`src/rtl/tar_pkg.sv`:
```
`timescale 1ns/1ps
package tar_pkg;

    localparam int N_ENT    = 6;
    localparam int EW       = $clog2(N_ENT);
    localparam int HDR_DW   = 3;
    localparam int REQ_DW   = 3;
    localparam int LEN_FW   = 18;
    localparam int ROM_BYTES = 2 * 24 + 4 * 22;
    localparam int ROM_AW   = $clog2(ROM_BYTES);

    localparam logic [15:0] END_HANDLE = 16'hFFFF;
    localparam logic [15:0] VENDOR     = 16'h1E98;
    localparam logic [7:0]  OBJ_TYPE   = 8'd2;
    localparam logic [7:0]  RSP_CODE   = 8'd0;
    localparam logic [7:0]  TBL_TYPE   = 8'd0;
    localparam logic [15:0] BW_VALUE   = 16'd16;

    typedef enum logic [0:0] {ST_IDLE, ST_FILL} st_e;

    typedef struct packed {
        logic [15:0]       handle;
        logic [LEN_FW-1:0] obj_len;
    } req_t;

    typedef struct packed {
        logic [7:0]  rsvd;
        logic [7:0]  obj_type;
        logic [15:0] vendor;
    } hdr0_t;

    typedef struct packed {
        logic [15:0] next_handle;
        logic [7:0]  tbl_type;
        logic [7:0]  rsp_code;
    } hdr2_t;

    function automatic logic [15:0] ent_len(input logic [EW-1:0] e);
        return (e == EW'(0) || e == EW'(5)) ? 16'd24 : 16'd22;
    endfunction

    function automatic logic [15:0] ent_base(input logic [EW-1:0] e);
        logic [15:0] s;
        s = '0;
        for (int i = 0; i < N_ENT; i++) begin
            if (EW'(i) < e) s = s + ent_len(EW'(i));
        end
        return s;
    endfunction

    function automatic logic [LEN_FW-1:0] hdr_len_dw(input logic [15:0] len_b);
        logic [LEN_FW-1:0] t;
        t = LEN_FW'(HDR_DW * 4) + LEN_FW'(len_b) + LEN_FW'(3);
        return t >> 2;
    endfunction

    function automatic logic [7:0] lb_kind(input logic [EW-1:0] e);
        case (e)
            EW'(1):  return 8'd1;
            EW'(2):  return 8'd2;
            EW'(3):  return 8'd4;
            EW'(4):  return 8'd5;
            default: return 8'd0;
        endcase
    endfunction

    // Byte at offset 'off' of entry 'e'
    function automatic logic [7:0] ent_byte(input logic [EW-1:0] e,
                                            input logic [7:0] off,
                                            input logic [63:0] msz);
        logic [63:0] unit;
        logic [15:0] val;
        logic [15:0] len;
        logic [7:0]  b;
        logic        is_lb;
        is_lb = (e >= EW'(1)) && (e <= EW'(4));
        len   = ent_len(e);
        unit  = (e <= EW'(2)) ? 64'd10000 : 64'd1000;
        val   = (e == EW'(1)) ? 16'd15 : (e == EW'(2)) ? 16'd25 : BW_VALUE;
        b     = '0;
        if (off == 8'd0)
            b = (e == EW'(0)) ? 8'd0 : (is_lb ? 8'd1 : 8'd4);
        else if (off == 8'd2)
            b = len[7:0];
        else if (off == 8'd3)
            b = len[15:8];
        else if (off == 8'd5)
            b = (e == EW'(0)) ? 8'h04 : ((e == EW'(5)) ? 8'h02 : 8'h00);
        else if (off == 8'd6 && is_lb)
            b = lb_kind(e);
        else if (off >= 8'd8 && off <= 8'd15 && is_lb)
            b = 8'(unit >> {off - 8'd8, 3'b000});
        else if (off >= 8'd16 && off <= 8'd23 && !is_lb)
            b = 8'(msz >> {off - 8'd16, 3'b000});
        else if (off == 8'd16 && is_lb)
            b = val[7:0];
        else if (off == 8'd17 && is_lb)
            b = val[15:8];
        return b;
    endfunction

    // Byte at flat ROM address: find the owning entry by base/length
    function automatic logic [7:0] flat_byte(input logic [ROM_AW-1:0] addr,
                                             input logic [63:0] msz);
        logic [15:0] a;
        logic [15:0] bs;
        logic [7:0]  b;
        a = 16'(addr);
        b = '0;
        for (int i = 0; i < N_ENT; i++) begin
            bs = ent_base(EW'(i));
            if (a >= bs && a < bs + ent_len(EW'(i)))
                b = ent_byte(EW'(i), 8'(a - bs), msz);
        end
        return b;
    endfunction

endpackage

```
`src/rtl/tar_rom.sv`:
```
`timescale 1ns/1ps
module tar_rom
    import tar_pkg::*;
#(
    parameter int          KW       = 4,
    parameter logic [63:0] MEM_SIZE = 64'h1000_0000
) (
    input  logic [EW-1:0] ent,
    input  logic [KW-1:0] dw_k,
    output logic [31:0]   dword
);
    logic [15:0] base_b;
    logic [15:0] len_b;
    logic [15:0] off0;

    assign base_b = ent_base(ent);
    assign len_b  = ent_len(ent);
    assign off0   = 16'({dw_k, 2'b00});

    for (genvar ln = 0; ln < 4; ln++) begin : g_lane
        logic [15:0] off;
        logic [ROM_AW-1:0] addr;
        assign off  = off0 + 16'(ln);
        assign addr = ROM_AW'(base_b + off);
        assign dword[8*ln +: 8] = (off < len_b) ? flat_byte(addr, MEM_SIZE) : 8'h00;
    end
endmodule

```
`src/rtl/tar_wr_mbox.sv`:
```
`timescale 1ns/1ps
module tar_wr_mbox
    import tar_pkg::*;
#(
    parameter int DEPTH = 8,
    localparam int AW   = $clog2(DEPTH)
) (
    input  logic          clk,
    input  logic          rst,
    input  logic          wen,
    input  logic [AW-1:0] widx,
    input  logic [31:0]   wdata,
    output req_t          req
);
    logic [31:0] mem [DEPTH];

    always_ff @(posedge clk) begin
        if (rst) begin
            for (int i = 0; i < DEPTH; i++) mem[i] <= '0;
        end else if (wen) begin
            mem[widx] <= wdata;
        end
    end

    assign req.obj_len = mem[1][LEN_FW-1:0];
    assign req.handle  = mem[2][31:16];
endmodule

```
`src/rtl/tar_rd_mbox.sv`:
```
`timescale 1ns/1ps
module tar_rd_mbox #(
    parameter int DEPTH = 16,
    localparam int AW   = $clog2(DEPTH)
) (
    input  logic          clk,
    input  logic          rst,
    input  logic          wen,
    input  logic [AW-1:0] widx,
    input  logic [31:0]   wdata,
    input  logic [AW-1:0] ridx,
    output logic [31:0]   rdata
);
    logic [31:0] mem [DEPTH];

    always_ff @(posedge clk) begin
        if (rst) begin
            for (int i = 0; i < DEPTH; i++) mem[i] <= '0;
        end else if (wen) begin
            mem[widx] <= wdata;
        end
    end

    assign rdata = mem[ridx];
endmodule

```
`src/rtl/table_access_resp.sv`:
```
`timescale 1ns/1ps
module table_access_resp
    import tar_pkg::*;
#(
    parameter int          WMB_DEPTH = 8,
    parameter int          RMB_DEPTH = 16,
    parameter int          LEN_W     = 16,
    parameter logic [63:0] MEM_SIZE  = 64'h1000_0000,
    localparam int         WA        = $clog2(WMB_DEPTH),
    localparam int         RA        = $clog2(RMB_DEPTH)
) (
    input  logic             clk,
    input  logic             rst,
    input  logic             mb_wr_en,
    input  logic [WA-1:0]    mb_wr_idx,
    input  logic [31:0]      mb_wr_data,
    input  logic             req_valid,
    input  logic [RA-1:0]    rsp_rd_idx,
    output logic [31:0]      rsp_rd_data,
    output logic [LEN_W-1:0] rsp_len,
    output logic             busy,
    output logic             done
);
    req_t              req;
    st_e               st;
    logic [EW-1:0]     cur_ent;
    logic [RA-1:0]     ptr;
    logic [LEN_FW-1:0] tot;
    logic              done_r;
    logic [LEN_W-1:0]  rsp_len_r;
    logic              too_short;
    logic              bad_handle;
    logic              accept;
    logic              last;
    logic [RA-1:0]     dk;
    logic [31:0]       rom_dw;
    logic [31:0]       wdata;
    hdr0_t             h0;
    hdr2_t             h2;

    tar_wr_mbox #(.DEPTH(WMB_DEPTH)) u_wmb (
        .clk(clk), .rst(rst), .wen(mb_wr_en), .widx(mb_wr_idx),
        .wdata(mb_wr_data), .req(req)
    );

    assign too_short  = req.obj_len < LEN_FW'(REQ_DW);
    assign bad_handle = req.handle >= 16'(N_ENT);
    assign accept     = req_valid && (st == ST_IDLE) && !too_short && !bad_handle;
    assign last       = (LEN_FW'(ptr) == tot - LEN_FW'(1));

    always_ff @(posedge clk) begin
        if (rst) begin
            st        <= ST_IDLE;
            cur_ent   <= '0;
            ptr       <= '0;
            tot       <= '0;
            done_r    <= 1'b0;
            rsp_len_r <= '0;
        end else begin
            done_r <= 1'b0;
            case (st)
                ST_IDLE: begin
                    if (accept) begin
                        cur_ent <= req.handle[EW-1:0];
                        tot     <= hdr_len_dw(ent_len(req.handle[EW-1:0]));
                        ptr     <= '0;
                        st      <= ST_FILL;
                    end
                end
                ST_FILL: begin
                    ptr <= ptr + RA'(1);
                    if (last) begin
                        st        <= ST_IDLE;
                        done_r    <= 1'b1;
                        rsp_len_r <= rsp_len_r + LEN_W'(tot);
                    end
                end
                default: st <= ST_IDLE;
            endcase
        end
    end

    assign dk = ptr - RA'(HDR_DW);

    tar_rom #(.KW(RA), .MEM_SIZE(MEM_SIZE)) u_rom (
        .ent(cur_ent), .dw_k(dk), .dword(rom_dw)
    );

    always_comb begin
        h0.rsvd        = '0;
        h0.obj_type    = OBJ_TYPE;
        h0.vendor      = VENDOR;
        h2.rsp_code    = RSP_CODE;
        h2.tbl_type    = TBL_TYPE;
        h2.next_handle = (cur_ent == EW'(N_ENT - 1)) ? END_HANDLE
                                                     : 16'(cur_ent) + 16'd1;
        case (ptr)
            RA'(0):  wdata = h0;
            RA'(1):  wdata = 32'(tot);
            RA'(2):  wdata = h2;
            default: wdata = rom_dw;
        endcase
    end

    tar_rd_mbox #(.DEPTH(RMB_DEPTH)) u_rmb (
        .clk(clk), .rst(rst), .wen(st == ST_FILL), .widx(ptr), .wdata(wdata),
        .ridx(rsp_rd_idx), .rdata(rsp_rd_data)
    );

    assign busy    = (st == ST_FILL);
    assign done    = done_r;
    assign rsp_len = rsp_len_r;

    AST_SHORT_DROP: assert property (@(posedge clk) disable iff (rst)
        (req_valid && !busy && too_short) |=> !busy);
    AST_HANDLE_DROP: assert property (@(posedge clk) disable iff (rst)
        (req_valid && !busy && bad_handle) |=> !busy);
    AST_ENT_IN_ROM: assert property (@(posedge clk) disable iff (rst)
        busy |-> (cur_ent < EW'(N_ENT)));
    AST_LEN_ON_DONE: assert property (@(posedge clk) disable iff (rst)
        (rsp_len != $past(rsp_len)) |-> done);
    AST_DONE_ONE_CYCLE: assert property (@(posedge clk) disable iff (rst)
        done |=> !done);
    AST_DONE_NOT_BUSY: assert property (@(posedge clk) disable iff (rst)
        done |-> !busy);
    AST_BUSY_IGNORE: assert property (@(posedge clk) disable iff (rst)
        (busy && req_valid) |=> $stable(cur_ent));
endmodule

```
`config.mk`:
```
export PLATFORM = sky130hd
export DESIGN_NAME = table_access_resp
export DESIGN_NICKNAME = d
export VERILOG_FILES = /design/src/rtl/tar_pkg.sv /design/src/rtl/tar_rom.sv /design/src/rtl/tar_wr_mbox.sv /design/src/rtl/tar_rd_mbox.sv /design/src/rtl/table_access_resp.sv
export SDC_FILE = /design/constraint.sdc
export NUM_CORES = 1
export LEC_CHECK = 0
export BUFFER_PORTS_ARGS = -buffer_cell sky130_fd_sc_hd__buf_4
export CAP_MARGIN = 20
export CORE_MARGIN = 1
export CORE_UTILIZATION = 60
export CTS_BUF_LIST = sky130_fd_sc_hd__clkbuf_4
export CTS_CLUSTER_SIZE = 20
export DETAILED_ROUTE_END_ITERATION = 8
export PLACE_DENSITY_LB_ADDON = 0.2
export SLEW_MARGIN = 20
export SYNTH_ARGS = -nofsm -noshare
export SYNTH_HDL_FRONTEND = slang
export SYNTH_SLANG_ARGS = --single-unit
```
`constraint.sdc`:
```
create_clock -name clk -period 7.81 [get_ports clk]
set_input_delay 0.781 -clock clk [delete_from_list [all_inputs] [get_ports clk]]
set_output_delay 0.781 -clock clk [all_outputs]
set_load 0.1 [all_outputs]
```
; Word level (Yosys, flattened, before mapping)
; Memories as Yosys holds them, arrays and structs flattened.
; Cells that the tools add are included.
[totals]
inputBits = 43
ram_bits = 768
mem_count = 2
reg_bits = 41
wordCells = 603
[memory_table]
columns = memory, depth, width, read_ports, rd_ports_with_merged_regs, write_ports, line
row1 = u_rmb.mem, 16, 32, 1, 0, 16, tar_rd_mbox.sv:14  ; logic [31:0] mem [DEPTH];
row2 = u_wmb.mem, 8, 32, 2, 0, 8, tar_wr_mbox.sv:15  ; logic [31:0] mem [DEPTH];
[classes]
n_reduce_logical = 83
bitwise = 1
eq_ne = 110
magnitude_cmp = 104
addsub = 63
n_mux = 210
shifts = 24
[ops]
columns = cell, n
row1 = $mux 8, 168
row2 = $eq 8x2->1 const B, 48
row3 = $eq 8x3->1 const B, 40
row4 = $shr 29x11->8 const A, 8
row5 = $logic_not 8->1, 24
row6 = $eq 8x5->1 const B, 16
row7 = $ge 8x4->1 const B, 16
row8 = $le 8x4->1 const B, 16
row9 = $sub 8x4->8 const B, 16
row10 = $shr 14x11->8 const A, 8
row11 = $ge 8x5->1 const B, 12
row12 = $ge 8x7->1 const B, 12
row13 = $lt 8x7->1 const B, 12
row14 = $pmux 32 s3, 1
row15 = $sub 8x5->8 const B, 12
row16 = $sub 8x7->8 const B, 12
row17 = $shr 10x11->8 const A, 8
row18 = $mux 5, 13
row19 = $le 8x5->1 const B, 8
row20 = $mux 32, 2
row21 = $reduce_or 32->1, 2
row22 = $lt 16x16->1, 3
row23 = $logic_and 1x1->1, 47
row24 = $ge 8x6->1 const B, 4
row25 = 42 further kinds, 87

; Longest topological paths before layout
; Gate-level depths: netlist of the first run.
[logic_depth]
depth_word = 30
depth_mapped = 21
depth_no_buf = 19

; Cells and area by module
; Synthesis of the first run repeated with hierarchy kept, for this count alone.
[unflattened]
hier_cells = 2403
area_unflattened_um2 = 30845.8
[by_module_without_submodules]
columns = module, seq_area_each_um2, n_inst, area_per_inst_um2, cells_each
row1 = tar_rd_mbox, 15374.7, 1, 22909.5, 1416
row2 = tar_rom, 0.0, 1, 4868.4, 697
row3 = table_access_resp, 520.5, 1, 1730.4, 212
row4 = tar_wr_mbox, 1021.0, 1, 1337.5, 78

; Worst setup path after synthesis of the first run
; No wires, ideal clock.
[synth_path]
path_kind = register -> register
startpoint = register cur_ent[1]
endpoint = memory u_rmb.mem[10][26], data pin
path_stages_with_launch = 21
required_ps = 7670
arrival_ps = 5412
slack_ps = 2259
path_buffers = 2
period_less_slack_ps = 5551
path_cell_list = dfxtp_1 -> xnor2_2 -> nor2_1 -> inv_2 -> clkbuf_1 -> fa_1 -> xnor2_1 -> ha_1 -> o21ai_0 -> mux2i_1 -> xnor2_1 -> inv_1 -> ha_1 -> nor3_1 -> nand3_1 -> a221oi_1 -> o21ai_1 -> a2111oi_2 -> a21oi_1 -> buf_2 -> nor2_1
[synth_rtl]
columns = item, line
row1 = "start, declared", table_access_resp.sv:26  ; logic [EW-1:0] cur_ent;
row2 = "start signal, assigned", table_access_resp.sv:64  ; cur_ent <= req.handle[EW-1:0];
row3 = "end, declared", tar_rd_mbox.sv:14

==> results of run 1 <==
[cell usage in the layout (no fill, tap or decap), types with 43 or more instances in the layout]
| cell | instances |
|---|---|
| inv_1 | 47 |
| nor2_1 | 306 |
| a21oi_1 | 73 |
| and2_1 | 43 |
| clkbuf_4 | 164 |
| conb_1 | 133 |
| edfxtp_1 | 434 |
| ha_1 | 83 |
| nand2_1 | 85 |
| mux4_2 | 125 |
| buf_4 | 123 |
[stage by stage]
step / total power, mW / setup WS, ns / hold slack [ns] / utilization, % / area, um2
floorplan: 3.232 / 2.259 / 0.4525 / - / 24330
CTS: 5.325 / 1.367 / 0.1715 / 68.93 / 26830
global route: 5.458 / 0.7942 / 0.2127 / 68.95 / 26830
global placement: 3.353 / 1.576 / 0.4915 / 65.36 / 25440
finish: 5.291 / 1.223 / 0.2368 / 68.95 / 26830
detailed placement: 3.369 / 1.450 / 0.5069 / 65.36 / 25440
[worst max-delay path: stages (launching register included)]
cell	delay, ns
dfxtp_1	0.88
clkinv_1	0.54
a21oi_1	0.25
ha_1	0.41
xor2_2	0.63
clkinv_1	0.55
xnor2_1	0.46
inv_1	0.14
ha_1	0.29
nor3_1	0.21
inv_1	0.08
a2111oi_0	0.79
a31o_2	0.34
o2111ai_4	0.25
and3_1	0.41
nor2_1	0.13
[worst max-delay path by stage]
stage	endpoint	slack, ns	cells after the start
finish	u_rmb.mem[4][9]	1.22	15
global route	u_rmb.mem[1][19]	0.79	15
CTS	u_rmb.mem[4][9]	1.37	15
detailed placement	u_rmb.mem[4][9]	1.45	15
global placement	u_rmb.mem[0][19]	1.58	15
floorplan	u_rmb.mem[10][26]	2.26	20
[per-layer routing]
layer  track usage (%)  wire [um]  vias up
li1                  -          -     7363
met1             42.05      24960     8364
met2             53.09      31640      954
met3             6.770       5925      150
met4             12.93       2087        0
met5                 0          0        -
[cell families (layout without fill, tap and decap cells)]
logic type | Yosys count | count (layout) | synth area share [%]
AO/OA/AOI/OAI | 291 | 291 | 8.888
other | 1 | 134 | 0.01573
buffers and inverters | 171 | 353 | 2.935
AND/OR/NAND/NOR | 639 | 639 | 12.69
multiplexers | 140 | 140 | 12.45
adder cells (fa/ha/maj) | 85 | 85 | 4.525
flip-flops | 460 | 460 | 56.86
XOR/XNOR | 38 | 38 | 1.638
[sequential cells by signal (all words and copies together) (netlist names)]
register and count:
busy 1, cur_ent 3, done 1, ptr 4, rsp_len 16, tot 1, u_rmb.mem 400, u_wmb.mem 34
[layout make-up]
type	count	area, um2	area share (%)
antenna	1	2.502	0.009325
clock buffer	164	1231	4.588
clock inverter	13	160.2	0.5968
inverter	52	195.2	0.7274
multi-input combinational	1326	10110	37.67
sequential	460	13550	50.51
tap	518	648.1	2.415
timing repair buffer	124	934.6	3.483
[power by group]
part / switching, mW / total [mW] / internal, mW
combinational: 0.333 / 0.485 / 0.152
sequential: 0.0287 / 2.83 / 2.80
clock: 0.903 / 1.97 / 1.07
[cell usage after synthesis, types with 10 or more instances]
cell	number	area (um2)
and3_1	12	75.07
inv_1	47	176.4
ha_1	83	1039
nor4_1	10	62.56
nand2b_1	18	112.6
mux2i_1	14	140.1
buf_2	16	80.08
nand4_1	15	93.84
nand3_1	46	230.2
and2_1	43	269.0
a31oi_1	19	118.9
dfxtp_1	26	520.5
mux4_2	125	2815
xnor2_1	23	201.4
edfxtp_1	434	13030
clkbuf_1	80	300.3
nor2_1	306	1149
nor2b_1	15	93.84
buf_1	14	52.55
a211oi_1	15	112.6
nand2_1	85	319.1
a21o_1	12	90.09
nor3_1	34	170.2
a21oi_1	73	365.4
o21ai_0	34	170.2
o211ai_1	14	105.1
==> impl_metrics.yaml, run 1 <==
drt:
  detail_route.first_pass.iterations: 6
  ant_nets: 0
  wirelength_um: 64610
  first_iter_violations: 1688
  drc_errors: 0
  wl_per_cell_um: 24.31
  vias: 16831
  viasPerCell: 6.332
critical_path:
  r2r-end: "u_rmb.mem[4][9]"
  reg2regPathDepth: 15
  crit_type: "reg -> reg"
  crit_start: "cur_ent[0]"
  crit_path_end_kind: "register"
  crit_arrival_ns: 7.23
  cp-start-kind: "register"
  reg2reg_slack_ns: 1.22
  worstPathRequired_ns: 8.46
  r2r_start: "cur_ent[0]"
  cp_max_fo: 22
cells_and_area:
  fin_cells: 2658
  drive_gt1_share_pct: 22.53
  syn2layout_area_growth_pct: 12.59
  nFillCells: 2799
  fin_nets: 2204
placement:
  gp_congestion: 1.002
  port_buffers: 90
  dp.cells: 2480
  dp_hpwl_um: 41550
yosys:
  avgSynthCellArea_um2: 13.06
  synthCells: 1825
  yosysWarnings: 0
  synth_area_mm2: 0.02383
  synthArstFlopShare_pct: 0
  synth_cell_types: 102
  ys_seq_area_share_pct: 56.86
  synth-edff-count: 434
  synth-seq-cells: 460
  ys.flop_type: "edfxtp_1"
sta:
  drv_slew: 0
  worstMarginPinSlew_ns: 1.096
  finClkSkew_ns: 0.07853
  rsz0062_at_grt: "false"
  timing.fmax_mhz: 151.8
  finalCritPeriodShare_pct: 84.34
  fin_setup_tns_ns: 0
  setup_viol: 0
  slew_headroom_pct: 26.91
  period_needed_ns: 6.587
  hold_viol_final: 0
grt:
  antenna_found_initial: 1
  globalRouteTotalUtil_pct: 32.22
  grt_pass1_wl_um: 97650
  overflow: 0
  grt_max_degree: 62
  grt_pass1_vias: 16785
min_path:
  holdPathEnd: "u_wmb.mem[1][5]"
  whs_path_depth: 2
  hold_class: "in -> reg"
  hp-start: "mb_wr_data[5]"
floorplanning:
  dieArea_mm2: 0.04052
  rows: 72
  coreArea_mm2: 0.03892
  die_w_um: 201.3
  start_util_pct: 61.24
  die_h_um: 201.3
  num_io_pins: 93
clock_network:
  path_clk_slew_ns: 0.07
  holdBufCountCts: 0
  clkLatencyLatePin_ns: 0.84
  clock-sinks: 460
  post-cts-setup-buffers: 0
  clockBufferDepth: 3
  cts_root_buf: "clkbuf_4"
  cts_buffers: 112
  cts-resized-gates: 0
  cts_tree: "done"
  h-tree-depth: 3
outcome:
  status: "completed"
power:
  peakVddDrop_uv: 151.2
  p_leak_nw: 9.949
  power.density_mw_per_mm2: 197.2
flow_run:
  drv_cap: 0
(Power assumes the default switching activity.)
==> run 2: changes to the inputs <==
Settings changed: ABC_AREA from default to 1, CORE_UTILIZATION 60 to 59.
Clock period 7.81 ns to 5.4 ns, I/O delays scaled along.
==> run 2 against run 1 <==
Fmax rose by 31%. Count of clock-buffer cells in the layout rose by 11. Register-to-register slack got worse by 0.85 ns. Hold slack improved by 0.14 ns. Utilization fell by 0.52 points. Sequential share of layout area fell by 3.7 points. Largest cell class unchanged. Largest power group unchanged. Highest routed layer unchanged.
==> impl_metrics.yaml, run 2 <==
outcome:
  status: "completed"
yosys:
  synth_top_area_share_pct: 50.95
  synth_area_mm2: 0.02558
  ys.flop_type: "edfxtp_1"
  synth_cell_types: 61
  ys_seq_area_share_pct: 52.98
  synth_common_cells: "edfxtp_1, nand2_1, inv_1"
  yosysWarnings: 0
  synth.area.top_cells: "edfxtp_1, nand2_1, inv_1, nor2_1, a21oi_1"
  synthCells: 2702
  synthArstFlopShare_pct: 0
  synth-edff-count: 434
  synth_most_common_cell: "edfxtp_1"
  yosysTopAreaCell: "edfxtp_1"
  avgSynthCellArea_um2: 9.467
  synth-seq-cells: 460
placement:
  gp_congestion: 0.9927
  pre_cts_ws_ns: 0.3385
  dp.cells: 3404
  placed_area_mm2: 0.02721
  dp_hpwl_um: 46060
  port_buffers: 90
clock_network:
  h-tree-depth: 3
  clockBufferDepth: 3
  cts_buffers: 113
  clkLatencyLatePin_ns: 0.88
  cts_root_buf: "clkbuf_4"
  clock-sinks: 460
  path_clk_slew_ns: 0.07
  cts_tree: "done"
cells_and_area:
  final_common_cell: "edfxtp_1"
  finalInstanceArea_mm2: 0.02896
  drive_gt1_share_pct: 16.03
  finish.utilization_pct: 68.44
  nFillCells: 3340
  largest_reg_flops: 400
  regMostFlops: "u_rmb.mem"
  syn2layout_area_growth_pct: 13.23
  mostFrequentLayoutCells: "edfxtp_1, nand2_1, inv_1"
  fin_cells: 3636
  fin_nets: 3103
floorplanning:
  rows: 75
  coreArea_mm2: 0.04232
  dieArea_mm2: 0.04419
  num_io_pins: 93
  start_util_pct: 60.44
  die_h_um: 210.2
  die_w_um: 210.2
power:
  p_leak_nw: 12.24
  power.density_mw_per_mm2: 263.6
  p_total_mw: 7.635
  peakVddDrop_uv: 196.1
grt:
  grt_pass1_wl_um: 110600
  grt_max_degree: 143
  antenna_found_initial: 3
  grt_pass1_vias: 20247
  overflow: 0
  globalRouteTotalUtil_pct: 32.72
critical_path:
  crit_path_end_kind: "register"
  crit_type: "reg -> reg"
  slowest_stage: "fa_1"
  path_common_cell: "nand2_1"
  path_cells: "inv_1 -> ha_1 -> fa_1 -> inv_1 -> ha_1 -> xnor2_1 -> ha_1 -> nor2_1 -> o21ai_0 -> nor2_1 -> nand3b_1 -> nor2_1 -> nand3_1 -> nand2_1 -> inv_1 -> nand2_1 -> nand2_1 -> nand2_1 -> nand2_1 -> a21oi_1"
  cp_slowest_stage_delay_ns: 0.90
  worstPathRequired_ns: 6.09
  cp_max_fo: 11
  cp-start-kind: "register"
  crit_arrival_ns: 5.72
sta:
  fin_ws_ns: 0.3710
  timing.fmax_mhz: 198.8
  worstMarginPinSlew_ns: 1.043
  holdWs_ns: 0.3777
  rsz0062_at_grt: "false"
  finalCritPeriodShare_pct: 93.13
  finClkSkew_ns: 0.05127
  setup_viol: 0
  fin_setup_tns_ns: 0
  slew_headroom_pct: 30.06
  drv_slew: 0
  period_needed_ns: 5.029
  hold_viol_final: 0
drt:
  wl_per_cell_um: 19.86
  wirelength_um: 72230
  vias: 20628
  viasPerCell: 5.673
  ant_nets: 0
  first_iter_violations: 1903
  detail_route.first_pass.iterations: 6
  drc_errors: 0
flow_run:
  drv_cap: 0
min_path:
  hold_class: "in -> reg"
## run 2: logic make-up (layout without fill, tap and decap cells)
logic type               Yosys count  after routing  synth area share, %
buffers and inverters            483            705                7.709
AO/OA/AOI/OAI                    576            576                13.19
AND/OR/NAND/NOR                  980            980                17.28
adder cells (fa/ha/maj)           85             85                4.216
XOR/XNOR                          17             17               0.6995
other                              1            136              0.01466
multiplexers                     100            100                3.913
flip-flops                       460            460                52.98
## run 2: worst max-delay path, delay by kind of cell (launching register included)
kind | cells | cell delay (ns)
xor gates and xnor gates | 1 | 0.40
and+or+nand+nor | 10 | 1.13
AOI/OAI and AO/OA | 2 | 0.33
DFF | 1 | 0.48
buffers and inverters | 3 | 0.55
adders and majority gates | 4 | 1.97
## run 2: path summary, 6_finish.rpt
| check | from | to | slack, ns | depth (start not counted) |
|---|---|---|---|---|
| worst max-delay path | ptr[0] | u_rmb.mem[3][3] | 0.37 | 20 |
| worst min-delay path | req_valid | tot[3] | 0.38 | 5 |
| worst min register to register | rsp_len[15] | rsp_len[15] | 0.47 | 1 |
| worst max register to register | ptr[0] | u_rmb.mem[3][3] | 0.37 | 20 |
## run 2: final cells by class
class,count,area [um2],share of cell area (%)
multi-input cells,1891,10600,36.59
inverters,338,1274,4.398
flip-flops and latches,460,13550,46.79
well taps,577,721.9,2.493
clock inverters,21,97.59,0.3369
repair buffers,171,1399,4.830
diodes,3,7.507,0.02592
clock buffers,175,1314,4.536
## run 2: what timing repair did
action,4_1_cts,5_1_grt
endpoints found under the hold margin,41,0
hold buffers,33,0
setup buffers,0,0
resized for setup,0,1
setup endpoints to repair,0,6
## run 2: routing by layer
layer	wire length, um	vias up	GRT usage (%)
li1	-	9759	-
met1	27960	9741	40.30
met2	35970	956	56.89
met3	5803	172	5.468
met4	2488	0	13.94
met5	0	-	0
## run 2: power by group
group / internal (mW) / leakage (nW) / switching (mW) / total, mW
clock: 1.46 / 0.848 / 1.37 / 2.83
combinational: 0.184 / 6.79 / 0.536 / 0.719
sequential: 4.05 / 4.59 / 0.0393 / 4.09
